**config.mk**
```make
export PLATFORM = sky130hd
export DESIGN_NAME = fault_supervisor
export DESIGN_NICKNAME = d
export VERILOG_FILES = /design/src/rtl/fsup_pkg.sv /design/src/rtl/fsup_latch.sv /design/src/rtl/fsup_mask.sv /design/src/rtl/fsup_retry.sv /design/src/rtl/fault_supervisor.sv
export SDC_FILE = /design/constraint.sdc
export NUM_CORES = 1
export LEC_CHECK = 0
export ABC_AREA = 0
export BUFFER_PORTS_ARGS = -buffer_cell sky130_fd_sc_hd__buf_2
export CORE_AREA = 2 2 39 41
export DETAILED_ROUTE_END_ITERATION = 7
export DIE_AREA = 0 0 41 43
export PLACE_DENSITY = 0.75
export SLEW_MARGIN = 20
export SYNTH_ARGS = -nofsm -noshare
export SYNTH_HDL_FRONTEND = slang
export SYNTH_SLANG_ARGS = --single-unit
```
**constraint.sdc**
```tcl
create_clock -name clk -period 1.3 [get_ports clk]
set_clock_uncertainty 0.15 [all_clocks]
set_input_delay 0.26 -clock clk [delete_from_list [all_inputs] [get_ports clk]]
set_output_delay 0.26 -clock clk [all_outputs]
set_load 0.02 [all_outputs]
```
**src/rtl/fsup_pkg.sv**
```systemverilog
package fsup_pkg;
  typedef struct packed {
    logic ovp;
    logic sw_ovp;
    logic ocp;
    logic hot;
    logic ss_to;
  } fsup_flags_t;
endpackage

```
**src/rtl/fsup_latch.sv**
```systemverilog
module fsup_latch #(
  parameter int N_CH = 6
) (
  input  logic                 clk,
  input  logic                 rst_n,
  input  logic                 en,
  input  logic                 uv,
  input  logic                 auto_mode,
  input  fsup_pkg::fsup_flags_t flags,
  input  logic [N_CH-1:0]      shorts,
  output logic                 latch_now,
  output logic                 latch_q
);
  logic always_latch_c, mode_latch_c;

  assign always_latch_c = flags.sw_ovp | (|shorts);
  assign mode_latch_c   = ~auto_mode & (flags.ovp | flags.ocp | flags.hot | flags.ss_to);
  assign latch_now      = en & ~uv & (always_latch_c | mode_latch_c);

  always_ff @(posedge clk or negedge rst_n) begin
    if (!rst_n)          latch_q <= 1'b0;
    else if (!en || uv)  latch_q <= 1'b0;
    else if (latch_now)  latch_q <= 1'b1;
  end
endmodule

```
**src/rtl/fsup_mask.sv**
```systemverilog
module fsup_mask #(
  parameter int N_CH = 6
) (
  input  logic            clk,
  input  logic            rst_n,
  input  logic            en,
  input  logic            arm,
  input  logic [N_CH-1:0] lowreg,
  output logic [N_CH-1:0] mask
);
  for (genvar i = 0; i < N_CH; i++) begin : g_ch
    always_ff @(posedge clk or negedge rst_n) begin
      if (!rst_n)                 mask[i] <= 1'b0;
      else if (!en)               mask[i] <= 1'b0;
      else if (arm && lowreg[i])  mask[i] <= 1'b1;
    end
  end
endmodule

```
**src/rtl/fsup_retry.sv**
```systemverilog
module fsup_retry (
  input  logic clk,
  input  logic rst_n,
  input  logic en,
  input  logic uv,
  input  logic auto_mode,
  input  logic ocp,
  input  logic hot,
  input  logic cool,
  input  logic block,
  output logic hot_hold_q,
  output logic ss_q
);
  logic run_ok;
  assign run_ok = en & ~uv & auto_mode & ~block;

  always_ff @(posedge clk or negedge rst_n) begin
    if (!rst_n) begin
      hot_hold_q <= 1'b0;
      ss_q       <= 1'b0;
    end else begin
      if (!en || uv || cool)     hot_hold_q <= 1'b0;
      else if (run_ok && hot)    hot_hold_q <= 1'b1;
      ss_q <= run_ok & ocp & ~hot_hold_q;
    end
  end
endmodule

```
**src/rtl/fault_supervisor.sv**
```systemverilog
module fault_supervisor #(
  parameter int N_CH = 6
) (
  input  logic            clk,
  input  logic            rst_n,
  input  logic            en_i,
  input  logic            auto_mode_i,
  input  logic            uv_i,
  input  logic            ovp_i,
  input  logic            sw_ovp_i,
  input  logic            ocp_i,
  input  logic            hot_i,
  input  logic            cool_i,
  input  logic            ss_timeout_i,
  input  logic [N_CH-1:0] short_i,
  input  logic [N_CH-1:0] lowreg_i,
  output logic            shdn_o,
  output logic            fault_n_o,
  output logic            ss_restart_o,
  output logic [N_CH-1:0] ch_disable_o
);
  import fsup_pkg::*;

  fsup_flags_t flags;
  logic latch_now, latch_q, hot_hold_q, ss_q, blocked, mask_arm;

  assign flags = '{ovp: ovp_i, sw_ovp: sw_ovp_i, ocp: ocp_i, hot: hot_i, ss_to: ss_timeout_i};

  fsup_latch #(.N_CH(N_CH)) u_latch (
    .clk(clk), .rst_n(rst_n), .en(en_i), .uv(uv_i), .auto_mode(auto_mode_i),
    .flags(flags), .shorts(short_i), .latch_now(latch_now), .latch_q(latch_q)
  );

  assign blocked  = latch_now | latch_q;
  assign mask_arm = en_i & ~uv_i & auto_mode_i & ovp_i & ~blocked;

  fsup_mask #(.N_CH(N_CH)) u_mask (
    .clk(clk), .rst_n(rst_n), .en(en_i), .arm(mask_arm),
    .lowreg(lowreg_i), .mask(ch_disable_o)
  );

  fsup_retry u_retry (
    .clk(clk), .rst_n(rst_n), .en(en_i), .uv(uv_i), .auto_mode(auto_mode_i),
    .ocp(ocp_i), .hot(hot_i), .cool(cool_i), .block(blocked),
    .hot_hold_q(hot_hold_q), .ss_q(ss_q)
  );

  assign shdn_o       = ~en_i | uv_i | latch_q | hot_hold_q;
  assign fault_n_o    = ~(uv_i | latch_q | hot_hold_q | ss_q);
  assign ss_restart_o = ss_q;
endmodule

```
---- Word-level counts from Yosys, hierarchy flattened ----
Cells that the tools add are included.
word-level totals
  memories kept ........................... 0
  RAM bits ................................ 0
  output and inout port bits .............. 9
  register bits after elaboration ......... 9
  bits in read-only memories .............. 0
  bits in latches ......................... 0
  bits of input ports ..................... 23
  logic and storage cells ................. 71
operators by class
  shifts and indexed selects .............. 0
  bitwise operators ....................... 27
  div/mod/pow operators ................... 0
  $lt $le $gt $ge ......................... 0
  multiply operators ...................... 0
  equality and inequality tests ........... 6
  reduce and logical (&&, ||, !) cells .... 13
  mux-type cells .......................... 16
  add/subtract/negate cells ............... 0
operators with widths
  cell                                           number
  2-to-1 mux 1 bit                               16
  != test 2 x 1 -> 1 bit, second input constant  6
  bitwise OR 1 bit                               12
  AND 1 bit                                      9
  logical AND 1 bit                              7
  inverter 1 bit                                 6
  OR reduction 6 bit                             1
  nonzero test 2 bit                             2
  logical OR 1 bit                               2
  logical NOT 1 bit                              1

---- Depth between registers and ports, before layout ----
Gate-level depths: netlist (run 1).
  depth after elaboration ................. 12
  mapped depth ............................ 3
  depth with buffers taken out ............ 3

---- Hierarchy ----
From an unflattened synthesis (run 1), not the netlist that was laid out.
second synthesis, totals
  cells, all modules ...................... 39
  area total of the unflattened synthesis .. 424.2 µm²
by module, submodules not included
  module            sequential area each (µm²)  area each (µm²)  instances  cells an instance
  fsup_mask         150.1                       217.7            1          18
  fsup_retry        50.0                        95.1             1          8
  fsup_latch        25.0                        76.3             1          8
  fault_supervisor  0.0                         35.0             1          5

---- Worst setup path before layout (run 1) ----
Ideal clock, no wire load.
  kind .................................... reg2out
  start point ............................. reg u_latch.latch_q
  end point ............................... out fault_n_o
  stages on the path, launching flop included .. 2
  arrival time ............................ 1.129 ns
  data required time ...................... 0.890 ns
  path buffers ............................ 0
  slack ................................... -0.239 ns
  cell sequence ........................... dfrtp_1 nor4_1
between the ends
  word-level cells in the longest chain between the ends .. 4
RTL lines
  what                           line                    RTL
  start: declaration             fsup_latch.sv:12        output logic latch_q
  start signal: assignment       fsup_latch.sv:21        if (!rst_n) latch_q <= 1'b0;
  start signal: assignment       fsup_latch.sv:22        else if (!en || uv) latch_q <= 1'b0;
  start signal: assignment       fsup_latch.sv:23        else if (latch_now) latch_q <= 1'b1;
  bitwise OR 1 bit (3 in a row)  fault_supervisor.sv:49  assign fault_n_o = ~(uv_i | latch_q | hot_hold_q | ss_q);
  inverter 1 bit                 fault_supervisor.sv:49
  end: declaration               fault_supervisor.sv:18  output logic fault_n_o,
Every way passes these cells.

---- Worst setup path after layout (run 1) ----
  start point ............................. reg u_retry.hot_hold_q
  end point ............................... out shdn_o
between the ends
  word-level cells in the longest chain between the ends .. 1
RTL lines
  what                      line                    RTL
  start: declaration        fsup_retry.sv:11        output logic hot_hold_q,
  start signal: assignment  fsup_retry.sv:19        hot_hold_q <= 1'b0;
  start signal: assignment  fsup_retry.sv:22        if (!en || uv || cool) hot_hold_q <= 1'b0;
  start signal: assignment  fsup_retry.sv:23        else if (run_ok && hot) hot_hold_q <= 1'b1;
  bitwise OR 1 bit          fault_supervisor.sv:48  assign shdn_o = ~en_i | uv_i | latch_q | hot_hold_q;
  end: declaration          fault_supervisor.sv:17  output logic shdn_o,
Every way passes these cells.

==> reports/metrics.yaml, run 1 <==
floorplanning:
  die_area_um2: 1760
  die_w_um: 41
  num_rows: 14
  dieHeight_um: 43
  core_um2: 1380
  ios: 32
  start_util: 0.314
worst_setup_path:
  reg2reg_depth: 5
  worstPathCellList: "or3_1 -> buf_6"
  crit_family: "flip-flops"
  reg2reg_from: "u_latch.latch_q$_DFFE_PN0P_"
  critical-path-max-stage-delay_ps: 420
  timing.reg2reg.setup_slack_ps: -90
  crit_buf_inv: 1
  crit_fanout: 3
  reg2reg_to: "u_latch.latch_q$_DFFE_PN0P_"
  crit_slowest_cell: "dfrtp_1"
  worstPathArrival_ps: 1200
  critical_path_required_ps: 890
  startpoint_type: "flop"
  critPathKind: "flop to primary output"
  endpoint_kind: "primary output"
synth:
  syn_nets: 64
  synth_ff_type: "dfrtp_1"
  ys_ff_latch: 9
  syn_area_um2: 434
  synth_top_area_frac: 0.519
  yosys-top-cells-count: "9 x dfrtp_1, 7 x inv_1, 6 x nand2_1"
  postSynthCellCount: 41
  syn_avg_cell_area_um2: 10.6
  async_reset_ff_frac: 1.00
  synth-warning-count: 0
  synth_seq_area_share: 0.519
  synth_top_area_cell: "dfrtp_1"
  yosysMostFrequentCell: "dfrtp_1"
  synth.distinct_cells: 17
  synth-edff-count: 0
  synth_area_leaders: "dfrtp_1 52%, nor4_4 9.8%, inv_1 6.1%"
routing:
  route.detailed.drc: 0
  drt_iter0_markers: 2
  drtPass1Iterations: 4
  postRouteAntennaNets: 0
  vias: 509
  drt-total-wl_um: 1330
  vias_per_cell: 4.94
  detail_route.wl_per_cell_um: 12.9
layout:
  diodes: 0
  drive_gt1_frac: 0.632
  n_fill_cell: 125
  post-route-util: 0.580
  area_delta_synth_final_pct: 85.0
  finalNetCount: 111
clocking:
  cts_sinks: 9
  path_clk_slew_ps: 70
  cts_root_buf: "clkbuf_4"
  clock_latency_ps: 260
  cts_buffers: 3
  h-tree-depth: 1
  cts_tree: "done"
  clk_path_buf_depth: 2
worst_hold_path:
  hold_start: "lowreg_i[0]"
  hold_class: "primary input to flop"
  hold_end: "u_mask.mask[0]$_DFFE_PN0P_"
  holdPathStages: 3
sta:
  min_period_over_period: 1.24
  setup_viol: 11
  rsz0062_at_grt: "true"
  hold_violations: 0
  setup_slack_ps: -309
  fmax_mhz: 621
  finalCriticalPeriod_ps: 1610
  max_slew.worst_pin.slew_ps: 593
  finalMaxSlewViolations: 0
  relSlewSlack: 0.600
pwr:
  p_leak_nw: 0.428
  peakVddDrop_mv: 0.632
  power.total_w: 0.000639
  powerDensity_nw_per_um2: 795
global_routing:
  antenna_found_initial: 0
  grt_usage: 0.186
  first_global_vias: 520
  grt-ovfl-total: 0
  grt_pass1_wl_um: 2120
  grt_start_max_net_pins: 10
run:
  maxCapViolations: 0
placed_design:
  routabilityCongestion: 0.894
  dpl_worst_slack_ps: -116
  port_buffers: 31
  dpl.hpwl_um: 934
status:
  violations: "negative setup slack"
  status: "finished, violations left"
-- kinds of logic (layout without fill, tap and decap cells) --
group / after synthesis / after routing / synth area share
flip-flops: 9 / 9 / 0.519
AND/OR/NAND/NOR: 16 / 16 / 0.297
AO/OA/AOI/OAI: 9 / 9 / 0.124
buffers and inverters: 7 / 53 / 0.0605
-- worst max path at each step --
stage,startpoint,end,slack [ps],cells after the start
2_1_floorplan,u_latch.latch_q$_DFFE_PN0P_,shdn_o,-4,1
3_3_place_gp,uv_i,shdn_o,-90,4
3_5_place_dp,short_i[1],u_mask.mask[3]$_DFFE_PN0P_,-120,4
4_1_cts,u_retry.hot_hold_q$_DFFE_PN0P_,shdn_o,-310,2
5_1_grt,u_latch.latch_q$_DFFE_PN0P_,fault_n_o,-380,3
6_report,u_retry.hot_hold_q$_DFFE_PN0P_,shdn_o,-310,2
-- flip-flops by register name, summed over array words and instances (netlist names) --
register / count
u_mask.mask: 6
u_latch.latch_q: 1
u_retry.hot_hold_q: 1
u_retry.ss_q: 1
-- repair_timing --
action / in CTS / in global routing
setup endpoints to repair: 6 / 11
endpoints found under the hold margin: 10 / 0
pin swaps: 7 / 3
setup buffers: 3 / 0
gates resized for setup: 11 / 6
hold buffers: 2 / 0
-- placed cells by master (no fill, tap or decap) --
cell / synthesis / layout
a31oi_4: 0 / 1
a41oi_2: 0 / 1
and3_1: 1 / 1
and3b_1: 1 / 1
buf_2: 0 / 29
buf_4: 0 / 8
buf_6: 0 / 3
clkbuf_1: 0 / 1
clkbuf_4: 0 / 3
dfrtp_1: 9 / 8
dfrtp_2: 0 / 1
dlygate4sd3_1: 0 / 2
inv_1: 7 / 7
nand2_1: 6 / 6
nand2b_2: 1 / 1
nand4_4: 0 / 1
nor3_2: 0 / 1
nor4_4: 2 / 3
nor4bb_1: 1 / 1
o21ai_1: 3 / 3
o21ai_2: 0 / 3
o41ai_1: 1 / 1
or3_1: 1 / 1
-- stage by stage --
stage          instances  hold WS [ps]  area (µm²)  TNS (ps)
3_3_place_gp          94         -34.8         669      -465
4_1_cts              103          59.8         768     -2230
2_1_floorplan         41          -186         449     -3.75
5_1_grt              103          59.7         803     -1680
3_5_place_dp          94         -25.3         669      -799
6_report             103          56.2         803      -952
-- final cells by class --
type / count / area, µm² / share of cell area
clock buffers: 4 / 26.3 / 0.0327
inverters: 7 / 26.3 / 0.0327
multi-input cells: 25 / 245 / 0.305
flip-flops and latches: 9 / 226 / 0.282
well taps: 16 / 20.0 / 0.0249
repair buffers: 42 / 259 / 0.322
-- report_power, final --
group / switching [W] / internal [W] / total [W]
clock: 0.000115 / 0.000119 / 0.000233
sequential: 0.00000155 / 0.000282 / 0.000283
combinational: 0.0000578 / 0.0000643 / 0.000122
total: 0.000174 / 0.000465 / 0.000639
-- per-layer routing --
layer,vias to the layer above,global-route usage,part of all wire
met5,-,0,0
met1,241,0.174,0.31
met3,6,0.0942,0.065
met2,22,0.306,0.60
met4,0,0.100,0.029
li1,240,-,-
-- worst reg2reg max path: cells and delay by family (launching register included) --
kind,cells,cell delay [ps]
AO/OA/AOI/OAI,1,60
AND/OR/NAND/NOR,1,220
flip-flops,1,420
buffers and inverters,3,410
(Power assumes the default switching activity.)
==> run 2, diff against run 1 <==
--- a/config.mk
+++ b/config.mk
@@ -10,7 +10,7 @@
 export CORE_AREA = 2 2 39 41
 export DETAILED_ROUTE_END_ITERATION = 7
 export DIE_AREA = 0 0 41 43
-export PLACE_DENSITY = 0.75
+export PLACE_DENSITY = 0.67
 export SLEW_MARGIN = 20
 export SYNTH_ARGS = -nofsm -noshare
 export SYNTH_HDL_FRONTEND = slang
==> run 2 against run 1 <==
Compared with the run above: the run still ends with negative setup slack left; non-clock buffer count decreased by 1; critical endpoint unchanged; total power decreased by 6.1%; worst setup slack improved by 12 ps; highest routed layer unchanged; via count decreased by 9.0%; die area unchanged; critical path depth unchanged.
==> reports/metrics.yaml, run 2 (synthesis gave the netlist of run 1 again) <==
layout:
  seq_area_um2: 226  # unchanged
  area_delta_synth_final_pct: 81.0
  largest_reg_flops: 6  # unchanged
  diodes: 0  # unchanged
  drive_gt1_frac: 0.663  # +0.0306
  multiInputGateArea_um2: 236  # -3.6%
  largest_register: "u_mask.mask"
  design_area_um2: 786  # -2.2%
  n_fill_cell: 131  # +4.8%
  layout_common_cells: "29 x buf_2, 8 x buf_4, 8 x dfrtp_1, 7 x inv_1, 6 x nand2_1"
  layout_commonest_cell: "buf_2"
  finalNetCount: 110  # -0.90%
floorplanning:
  ios: 32  # unchanged
  dieHeight_um: 43  # unchanged
  num_rows: 14  # unchanged
  die_w_um: 41  # unchanged
  start_util: 0.314  # unchanged
  die_area_um2: 1760  # unchanged
  core_um2: 1380  # unchanged
status:
  status: "finished, violations left"
  violations: "negative setup slack"
placed_design:
  port_buffers: 31  # unchanged
  routabilityCongestion: 0.848  # -5.1%
  placedInstanceArea_um2: 662  # -1.1%
  dpl.hpwl_um: 857  # -8.2%
sta:
  fmax_mhz: 626  # +0.77%
  finalMaxSlewViolations: 0  # unchanged
  hold_violations: 0  # unchanged
  relSlewSlack: 0.756  # +0.156
  setup_slack_ps: -297  # +12.3 ps
  finalCriticalPeriod_ps: 1600  # -12.3 ps
  min_period_over_period: 1.23  # -0.00943
  fin_tns_setup_ps: -1170  # -222 ps
  setup_viol: 11  # unchanged
  max_slew.worst_pin.slew_ps: 364  # -229 ps
  rsz0062_at_grt: "true"
pwr:
  peakVddDrop_mv: 0.658  # +4.1%
  p_leak_nw: 0.431  # +0.67%
  p_sw_frac: 0.241  # -0.0307
  power.share.clock: 0.342  # -0.023
  seqPwrFrac: 0.474  # +0.030
  intPower_w: 0.000455  # -2.2%
  powerDensity_nw_per_um2: 763  # -4.0%
  combPwrFrac: 0.184  # -0.007
  power.switching_w: 0.000145  # -17%
routing:
  drtPass1Iterations: 4  # unchanged
  drt-total-wl_um: 1060  # -20%
  route.detailed.drc: 0  # unchanged
  drt_iter0_markers: 3  # +1
  vias_per_cell: 4.54  # -8.1%
  postRouteAntennaNets: 0  # unchanged
  detail_route.wl_per_cell_um: 10.4  # -19%
  vias: 463  # -9.0%
clocking:
  cts_buffers: 3  # unchanged
  path_clk_slew_ps: 60  # about the same
  cts_tree: "done"
  clk_path_buf_depth: 2  # unchanged
  cts_sinks: 9  # unchanged
  cts_root_buf: "clkbuf_4"
  clock_latency_ps: 250  # about the same
  h-tree-depth: 1  # unchanged
worst_setup_path:
  reg2reg_from: "u_latch.latch_q$_DFFE_PN0P_"
  worstPathArrival_ps: 1190  # about the same
  startpoint_type: "flop"
  reg2reg_to: "u_mask.mask[4]$_DFFE_PN0P_"
  endpoint_kind: "primary output"
  reg2reg_depth: 5  # unchanged
  critical_path_required_ps: 890  # about the same
  critPathKind: "flop to primary output"
  timing.reg2reg.setup_slack_ps: -100  # about the same
  crit_fanout: 3  # unchanged
worst_hold_path:
  hold_start: "cool_i"
  holdPathStages: 2  # -1
  hold_class: "primary input to flop"
  hold_end: "u_retry.hot_hold_q$_DFFE_PN0P_"
global_routing:
  grt_start_max_net_pins: 10  # unchanged
  antenna_found_initial: 0  # unchanged
  first_global_vias: 453  # -13%
  grt_usage: 0.140  # -0.0465
  grt-ovfl-total: 0  # unchanged
  grt_pass1_wl_um: 1700  # -20%
run:
  maxCapViolations: 0  # unchanged
[run 2: changes by cell type in the layout (fill, tap and decap cells not counted), sizes merged]
cell,previous run,this run
clkbuf,4,3
dlygate4sd3,2,1
clkinv,0,1
[run 2: worst max-delay path, stage by stage, from the launching register on]
cell and delay, ps:
dfrtp_1 420, or3_4 380, buf_6 140
[run 2: metrics by stage]
stage	instances	total power (W)	hold WS [ps]	utilization	worst slack, ps
3_5_place_dp	93	0.000381	-31.5	0.478	-146
5_1_grt	102	0.000637	11.5	0.568	-338
4_1_cts	100	0.000602	14.3	0.530	-307
2_1_floorplan	41	0.000316	-186	-	-3.75
6_report	102	0.000600	18.2	0.568	-297
3_3_place_gp	93	0.000379	-33.6	0.478	-105
[run 2: area by class of cell]
class	instances	area share
Sequential cell	9	0.288
Inverter	7	0.0334
Clock buffer	3	0.0287
Tap cell	16	0.0255
Timing Repair Buffer	41	0.317
Multi-Input combinational cell	25	0.301
Clock inverter	1	0.00637
[run 2: worst max path at each step]
stage	start	end
2_1_floorplan	u_latch.latch_q$_DFFE_PN0P_	shdn_o
3_3_place_gp	uv_i	shdn_o
3_5_place_dp	short_i[1]	u_retry.ss_q$_DFF_PN0_
4_1_cts	u_retry.hot_hold_q$_DFFE_PN0P_	shdn_o
5_1_grt	u_retry.hot_hold_q$_DFFE_PN0P_	shdn_o
6_report	u_retry.hot_hold_q$_DFFE_PN0P_	shdn_o
[run 2: per-layer routing]
metal,vias up,track usage,part of all wire
met4,0,0.0333,0.0094
met2,13,0.228,0.52
met1,213,0.165,0.41
met5,-,0,0
li1,235,-,-
met3,2,0.0524,0.063
[run 2: power groups by stage]
stage          clock (W)  combinational, W  sequential, W
2_1_floorplan          0         0.0000258       0.000290
3_3_place_gp           0         0.0000889       0.000290
3_5_place_dp           0         0.0000907       0.000290
4_1_cts         0.000214          0.000104       0.000284
5_1_grt         0.000233          0.000120       0.000284
6_report        0.000205          0.000110       0.000284
[run 2: what timing repair did]
action / 4_1_cts / 5_1_grt
cloned: 0 / 0
endpoints found under the hold margin: 9 / 0
pin swaps: 3 / 1
hold buffers: 1 / 0
gates resized for setup: 8 / 9
buffers inserted: 2 / 2
endpoints found under the setup margin: 6 / 11
